**src/rtl/csd_pkg.sv**
```systemverilog
package csd_pkg;
    localparam int ADDR_W = 32;

    typedef logic [ADDR_W-1:0] addr_t;

    typedef enum logic [1:0] {
        RGN_NONE  = 2'd0,
        RGN_RAM   = 2'd1,
        RGN_BOOT  = 2'd2,
        RGN_FLASH = 2'd3
    } region_e;

    typedef enum logic [1:0] {
        ST_IDLE  = 2'd0,
        ST_ACK   = 2'd1,
        ST_FAULT = 2'd2
    } bus_state_e;

    typedef struct packed {
        logic flash;
        logic boot;
        logic ram;
    } cs_t;
endpackage

```
**src/rtl/csd_cfg_latch.sv**
```systemverilog
module csd_cfg_latch
    import csd_pkg::*;
#(
    parameter int    FLASH_MIN_LOG2 = 23,
    parameter int    SIZE_CODES     = 3,
    parameter addr_t HIVEC_ADDR     = 32'hFFFF0000
) (
    input  logic       clk,
    input  logic       rst_n,
    input  logic [1:0] size_code,
    input  logic       hivec_strap,
    output addr_t      flash_mask,
    output addr_t      vec_addr,
    output logic       vec_high
);
    localparam int NCODES = 4;

    logic [1:0] code_q;
    logic       strap_q;
    addr_t      mask_tbl [NCODES];

    // Configuration is captured on every edge while reset is held, then frozen.
    always_ff @(posedge clk) begin
        if (!rst_n) begin
            code_q  <= size_code;
            strap_q <= hivec_strap;
        end
    end

    // One mask per size code; codes past the last size reuse the largest.
    for (genvar g = 0; g < NCODES; g++) begin : g_mask
        localparam int LG = FLASH_MIN_LOG2 + ((g < SIZE_CODES) ? g : SIZE_CODES - 1);
        assign mask_tbl[g] = addr_t'((64'd1 << LG) - 64'd1);
    end

    assign flash_mask = mask_tbl[code_q];
    assign vec_addr   = strap_q ? HIVEC_ADDR : '0;
    assign vec_high   = strap_q;
endmodule

```
**src/rtl/csd_region_decode.sv**
```systemverilog
module csd_region_decode
    import csd_pkg::*;
#(
    parameter int    RAM_LOG2   = 26,
    parameter int    BOOT_LOG2  = 23,
    parameter addr_t WIN_MASK   = 32'hF8000000,
    parameter addr_t BOOT_BASE  = 32'hF0000000,
    parameter addr_t FLASH_BASE = 32'hF8000000
) (
    input  addr_t   addr,
    input  addr_t   flash_mask,
    output region_e region,
    output addr_t   phys
);
    localparam addr_t BOOT_MASK = addr_t'((64'd1 << BOOT_LOG2) - 64'd1);

    logic in_flash;
    logic in_boot;
    logic in_ram;

    assign in_flash = (addr & WIN_MASK) == FLASH_BASE;
    assign in_boot  = (addr & WIN_MASK) == BOOT_BASE;
    assign in_ram   = addr[ADDR_W-1:RAM_LOG2] == '0;

    // No range check inside a window: the low bits are masked, so images repeat.
    always_comb begin
        region = RGN_NONE;
        phys   = '0;
        if (in_flash) begin
            region = RGN_FLASH;
            phys   = FLASH_BASE | (addr & flash_mask);
        end else if (in_boot) begin
            region = RGN_BOOT;
            phys   = BOOT_BASE | (addr & BOOT_MASK);
        end else if (in_ram) begin
            region = RGN_RAM;
            phys   = addr;
        end
    end
endmodule

```
**src/rtl/csd_bus_fsm.sv**
```systemverilog
module csd_bus_fsm
    import csd_pkg::*;
(
    input  logic    clk,
    input  logic    rst_n,
    input  logic    req_valid,
    input  logic    req_write,
    input  region_e region,
    input  addr_t   phys,
    output cs_t     cs,
    output logic    dev_we,
    output addr_t   local_addr,
    output logic    rsp_ready,
    output logic    rsp_error
);
    bus_state_e state_q;
    bus_state_e state_d;
    logic       accept;
    logic       refused;

    assign accept  = (state_q == ST_IDLE) && req_valid;
    assign refused = (region == RGN_NONE) || (req_write && region == RGN_BOOT);

    always_comb begin
        state_d = state_q;
        unique case (state_q)
            ST_IDLE:  if (req_valid) state_d = refused ? ST_FAULT : ST_ACK;
            ST_ACK:   state_d = ST_IDLE;
            ST_FAULT: state_d = ST_IDLE;
            default:  state_d = ST_IDLE;
        endcase
    end

    always_ff @(posedge clk) begin
        if (!rst_n) state_q <= ST_IDLE;
        else        state_q <= state_d;
    end

    // Device-side outputs are loaded only for a good response and cleared otherwise.
    always_ff @(posedge clk) begin
        if (!rst_n) begin
            cs         <= '0;
            dev_we     <= 1'b0;
            local_addr <= '0;
        end else if (accept && !refused) begin
            cs.ram     <= region == RGN_RAM;
            cs.boot    <= region == RGN_BOOT;
            cs.flash   <= region == RGN_FLASH;
            dev_we     <= req_write;
            local_addr <= phys;
        end else begin
            cs         <= '0;
            dev_we     <= 1'b0;
            local_addr <= '0;
        end
    end

    assign rsp_ready = state_q != ST_IDLE;
    assign rsp_error = state_q == ST_FAULT;
endmodule

```
**src/rtl/csd_alias_decoder.sv**
```systemverilog
module csd_alias_decoder
    import csd_pkg::*;
#(
    parameter int RAM_LOG2       = 26,
    parameter int BOOT_LOG2      = 23,
    parameter int FLASH_MIN_LOG2 = 23,
    parameter int SIZE_CODES     = 3
) (
    input  logic        clk,
    input  logic        rst_n,
    input  logic        req_valid,
    input  logic        req_write,
    input  logic [31:0] req_addr,
    input  logic [1:0]  size_sel,
    input  logic        hivec_strap,
    output logic        ram_cs,
    output logic        boot_cs,
    output logic        flash_cs,
    output logic        dev_we,
    output logic [31:0] local_addr,
    output logic        rsp_ready,
    output logic        rsp_error,
    output logic [31:0] reset_vector,
    output logic [31:0] reset_fetch_phys,
    output logic        vec_high
);
    addr_t   flash_mask;
    addr_t   vec_addr;
    region_e bus_rgn;
    addr_t   bus_phys;
    region_e vec_rgn;
    addr_t   vec_phys;
    cs_t     cs;

    csd_cfg_latch #(
        .FLASH_MIN_LOG2 (FLASH_MIN_LOG2),
        .SIZE_CODES     (SIZE_CODES)
    ) u_cfg (
        .clk         (clk),
        .rst_n       (rst_n),
        .size_code   (size_sel),
        .hivec_strap (hivec_strap),
        .flash_mask  (flash_mask),
        .vec_addr    (vec_addr),
        .vec_high    (vec_high)
    );

    csd_region_decode #(
        .RAM_LOG2  (RAM_LOG2),
        .BOOT_LOG2 (BOOT_LOG2)
    ) u_bus_dec (
        .addr       (req_addr),
        .flash_mask (flash_mask),
        .region     (bus_rgn),
        .phys       (bus_phys)
    );

    // Same fold applied to the reset fetch address.
    csd_region_decode #(
        .RAM_LOG2  (RAM_LOG2),
        .BOOT_LOG2 (BOOT_LOG2)
    ) u_vec_dec (
        .addr       (vec_addr),
        .flash_mask (flash_mask),
        .region     (vec_rgn),
        .phys       (vec_phys)
    );

    csd_bus_fsm u_fsm (
        .clk        (clk),
        .rst_n      (rst_n),
        .req_valid  (req_valid),
        .req_write  (req_write),
        .region     (bus_rgn),
        .phys       (bus_phys),
        .cs         (cs),
        .dev_we     (dev_we),
        .local_addr (local_addr),
        .rsp_ready  (rsp_ready),
        .rsp_error  (rsp_error)
    );

    assign ram_cs           = cs.ram;
    assign boot_cs          = cs.boot;
    assign flash_cs         = cs.flash;
    assign reset_vector     = vec_addr;
    assign reset_fetch_phys = (vec_rgn == RGN_NONE) ? '0 : vec_phys;
endmodule

```
**config.mk**
```make
export PLATFORM = sky130hd
export DESIGN_NAME = csd_alias_decoder
export DESIGN_NICKNAME = d
export VERILOG_FILES = /design/src/rtl/csd_pkg.sv /design/src/rtl/csd_cfg_latch.sv /design/src/rtl/csd_region_decode.sv /design/src/rtl/csd_bus_fsm.sv /design/src/rtl/csd_alias_decoder.sv
export SDC_FILE = /design/constraint.sdc
export NUM_CORES = 1
export LEC_CHECK = 0
export ABC_AREA = 1
export ABC_CLOCK_PERIOD_IN_PS = 2000
export BUFFER_PORTS_ARGS = -buffer_cell sky130_fd_sc_hd__buf_2
export CAP_MARGIN = 10
export CELL_PAD_IN_SITES_DETAIL_PLACEMENT = 0
export CELL_PAD_IN_SITES_GLOBAL_PLACEMENT = 1
export CORE_ASPECT_RATIO = 1.4
export CORE_MARGIN = 2
export CORE_UTILIZATION = 28
export CTS_BUF_LIST = sky130_fd_sc_hd__clkbuf_4 sky130_fd_sc_hd__clkbuf_8 sky130_fd_sc_hd__clkbuf_16
export CTS_CLUSTER_DIAMETER = 40
export DETAILED_ROUTE_END_ITERATION = 10
export GPL_TIMING_DRIVEN = 0
export PLACE_DENSITY = 0.94
export SYNTH_ARGS = -nofsm -noshare
export SYNTH_HDL_FRONTEND = slang
export SYNTH_SLANG_ARGS = --single-unit
```
**constraint.sdc**
```tcl
create_clock -name clk -period 2 [get_ports clk]
set_clock_uncertainty 0.05 [all_clocks]
set_input_delay 0.1 -clock clk [delete_from_list [all_inputs] [get_ports clk]]
set_output_delay 0.1 -clock clk [all_outputs]
set_load 0.02 [all_outputs]
```
==> flow_summary.toml <==
[run_status]
outcome = "completed"

[worst_setup_path]
endpoint_kind = "output port"
start_kind = "flip-flop"
worstPathMaxFanout = 31
path_class = "flip-flop to output port"
arrival_ps = 1570
cp.required_ps = 1850

[floorplanning]
row_count = 34
die_h_um = 97.92
dieArea_um2 = 6961
start_util = 0.2860
ioPinCount = 142
fp.coreArea_um2 = 6168
die_x_um = 71.09

[drt]
vias_per_cell = 3.614
drt-wirelength-per-cell_um = 9.399
drt_iter0_drc = 10
drc = 0
met1_length_mm = 1.331
wirelength_mm = 4.286
via_count = 1648
wl_met2_mm = 2.365
ant_nets = 0
wl_met3_um = 416
firstDrtPassIters = 3
dr.max_layer_used = "met4"

[cells_and_area]
drive_gt1_frac = 0.4766
ff_latch_area_um2 = 850.8
fin_nets = 422
fillers = 617
fin_cells = 456
fin_area_um2 = 2899
multi_input_area_um2 = 399.1
diodes = 0
syn_to_final_growth_pct = 64.33

[yosys]
syn_area_um2 = 1764
ys_seq_elements = 41
syn-instance-count = 205
ys_top_cells_by_area = "dfxtp_1, buf_4, inv_1, nor2_1, edfxtp_1"
synth_top_area_cell = "dfxtp_1"
ys_seq_area_frac = 0.4823
synth_area_per_cell_um2 = 8.606
yosysTopAreaCellShare = 0.4312
yosysWarningCount = 0
synth.distinct_cells = 18

[placed_design]
place_area_um2 = 2517
dp_cells = 418
place.gp.congestion = 0.6462
dpl.hpwl_mm = 3.185
io_buffers = 107

[clock_tree]
cts_root_buf = "clkbuf_8"
clock-sinks = 41
cts.path.max_buffers = 2
clkTransAtPathRegs_ps = 70
clkLatencyLatePin_ps = 280
cts_buffers = 5
cts_tree = "built"
cts_max_level = 2

[sta]
min_period_over_period = 0.8619
slew_headroom = 0.4372
hold_ws_ps = 17.37
grt_setup_unrepaired = "false"
hold_viol_final = 0
worst_pin_slew_ps = 844.2
tns_ps = 0
period_needed_ps = 1724
clock.fmax_mhz = 580.1
final-max-slew-violation-count = 0
finalSetupViolCount = 0

[power]
vdd_drop_max_v = 0.0003060
p_leak_uw = 0.001800
power_density_nw_per_um2 = 613.2

[global_route]
grt_pass1_wl_mm = 6.624
grtUsageTotal = 0.1232
grt_pass1_vias = 1532
grt-ovfl-total = 0
antenna_found_initial = 0
grt_max_degree = 32

[min_path]
hold_class = "input pin to flip-flop"

[flow_run]
drv_cap = 0
==> cells in the mapped netlist <==
cell,count
nand3_4,1
conb_1,1
a21oi_1,2
a21oi_2,1
inv_1,41
nand2_2,1
buf_4,62
dfxtp_1,38
buf_6,2
nor2_2,2
nand3_1,2
or2_1,1
nor2_4,1
edfxtp_1,3
nand4_1,3
o21ai_0,1
nor2_1,37
nand2_1,6
==> final cells by class <==
class / instances / share of cell area
repair buffers: 137 / 0.2883
clock buffers: 5 / 0.02374
plain buffers: 64 / 0.1683
well taps: 72 / 0.03107
inverters: 41 / 0.05309
clock inverters: 3 / 0.004316
multi-input cells: 93 / 0.1377
flip-flops and latches: 41 / 0.2935
==> power breakdown <==
group / total [uW] / internal [uW] / switching, uW
clock network: 497 / 235 / 262
logic: 428 / 212 / 216
registers: 853 / 838 / 15.0
==> cell usage in the layout, fill, tap and decap left out <==
cell           Yosys  routed
nand3_1            2       2
nand2_1            6       6
a21oi_2            1       1
nand4_1            3       3
nand2_2            1       1
edfxtp_1           3       3
or2_1              1       1
o21ai_0            1       1
nand3_4            1       1
clkinv_1           0       2
dfxtp_1           38      38
clkinv_2           0       1
nor2_2             2       2
a21oi_1            2       2
buf_4             62      62
inv_1             41      41
buf_2              0     107
dlygate4sd3_1      0      30
nor2_1            37      37
buf_6              2       2
nor2_4             1       1
clkbuf_8           0       5
conb_1             1      35
==> stage by stage <==
step           utilization  setup WS [ps]  power, uW
2_1_floorplan            -          558.5       1151
3_3_place_gp        0.4081          617.0       1249
3_5_place_dp        0.4081          546.2       1253
4_1_cts             0.4700          222.4       1806
5_1_grt             0.4700          30.84       1878
6_report            0.4700          276.1       1778
==> worst paths after layout <==
path | from | end | slack (ps) | cells after the start
hold reg to reg | u_cfg.code_q[1]$_DFFE_PN_ | u_fsm.local_addr[24]$_SDFF_PN0_ | 620 | 4
hold / removal | req_valid | u_fsm.state_q[1]$_SDFFE_PN0P_ | 20 | 3
setup / recovery | u_cfg.vec_high$_DFFE_PN_ | reset_vector[28] | 280 | 2
setup reg to reg | u_fsm.state_q[0]$_SDFFE_PN0P_ | u_fsm.local_addr[22]$_SDFF_PN0_ | 710 | 5
==> logic make-up after synthesis <==
group / synth area share
compound gates: 0.01347
buf+inv: 0.3638
flops: 0.4823
other cells: 0.002126
simple gates: 0.1383
==> worst max-delay path, cell delays in order (launching register included) <==
cell and delay (ps):
edfxtp_1 900, buf_4 220, buf_2 150
==> flip-flops by register name (all words and copies together) (netlist names) <==
signal / cells
u_fsm.state_q: 2
u_fsm.local_addr: 32
u_cfg.vec_high: 1
u_fsm.dev_we: 1
u_fsm.cs: 3
u_cfg.code_q: 2
==> routing by layer <==
metal,vias up,global-route usage
li1,847,-
met1,689,0.09642
met2,98,0.2480
met3,14,0.04025
met4,0,0.07257
met5,-,0
==> timing repair <==
item	4_1_cts	5_1_grt
setup buffers	0	0
gates resized for setup	0	0
hold buffers	30	0
hold endpoints to repair	30	0
Power figures use the tool's default switching activity.
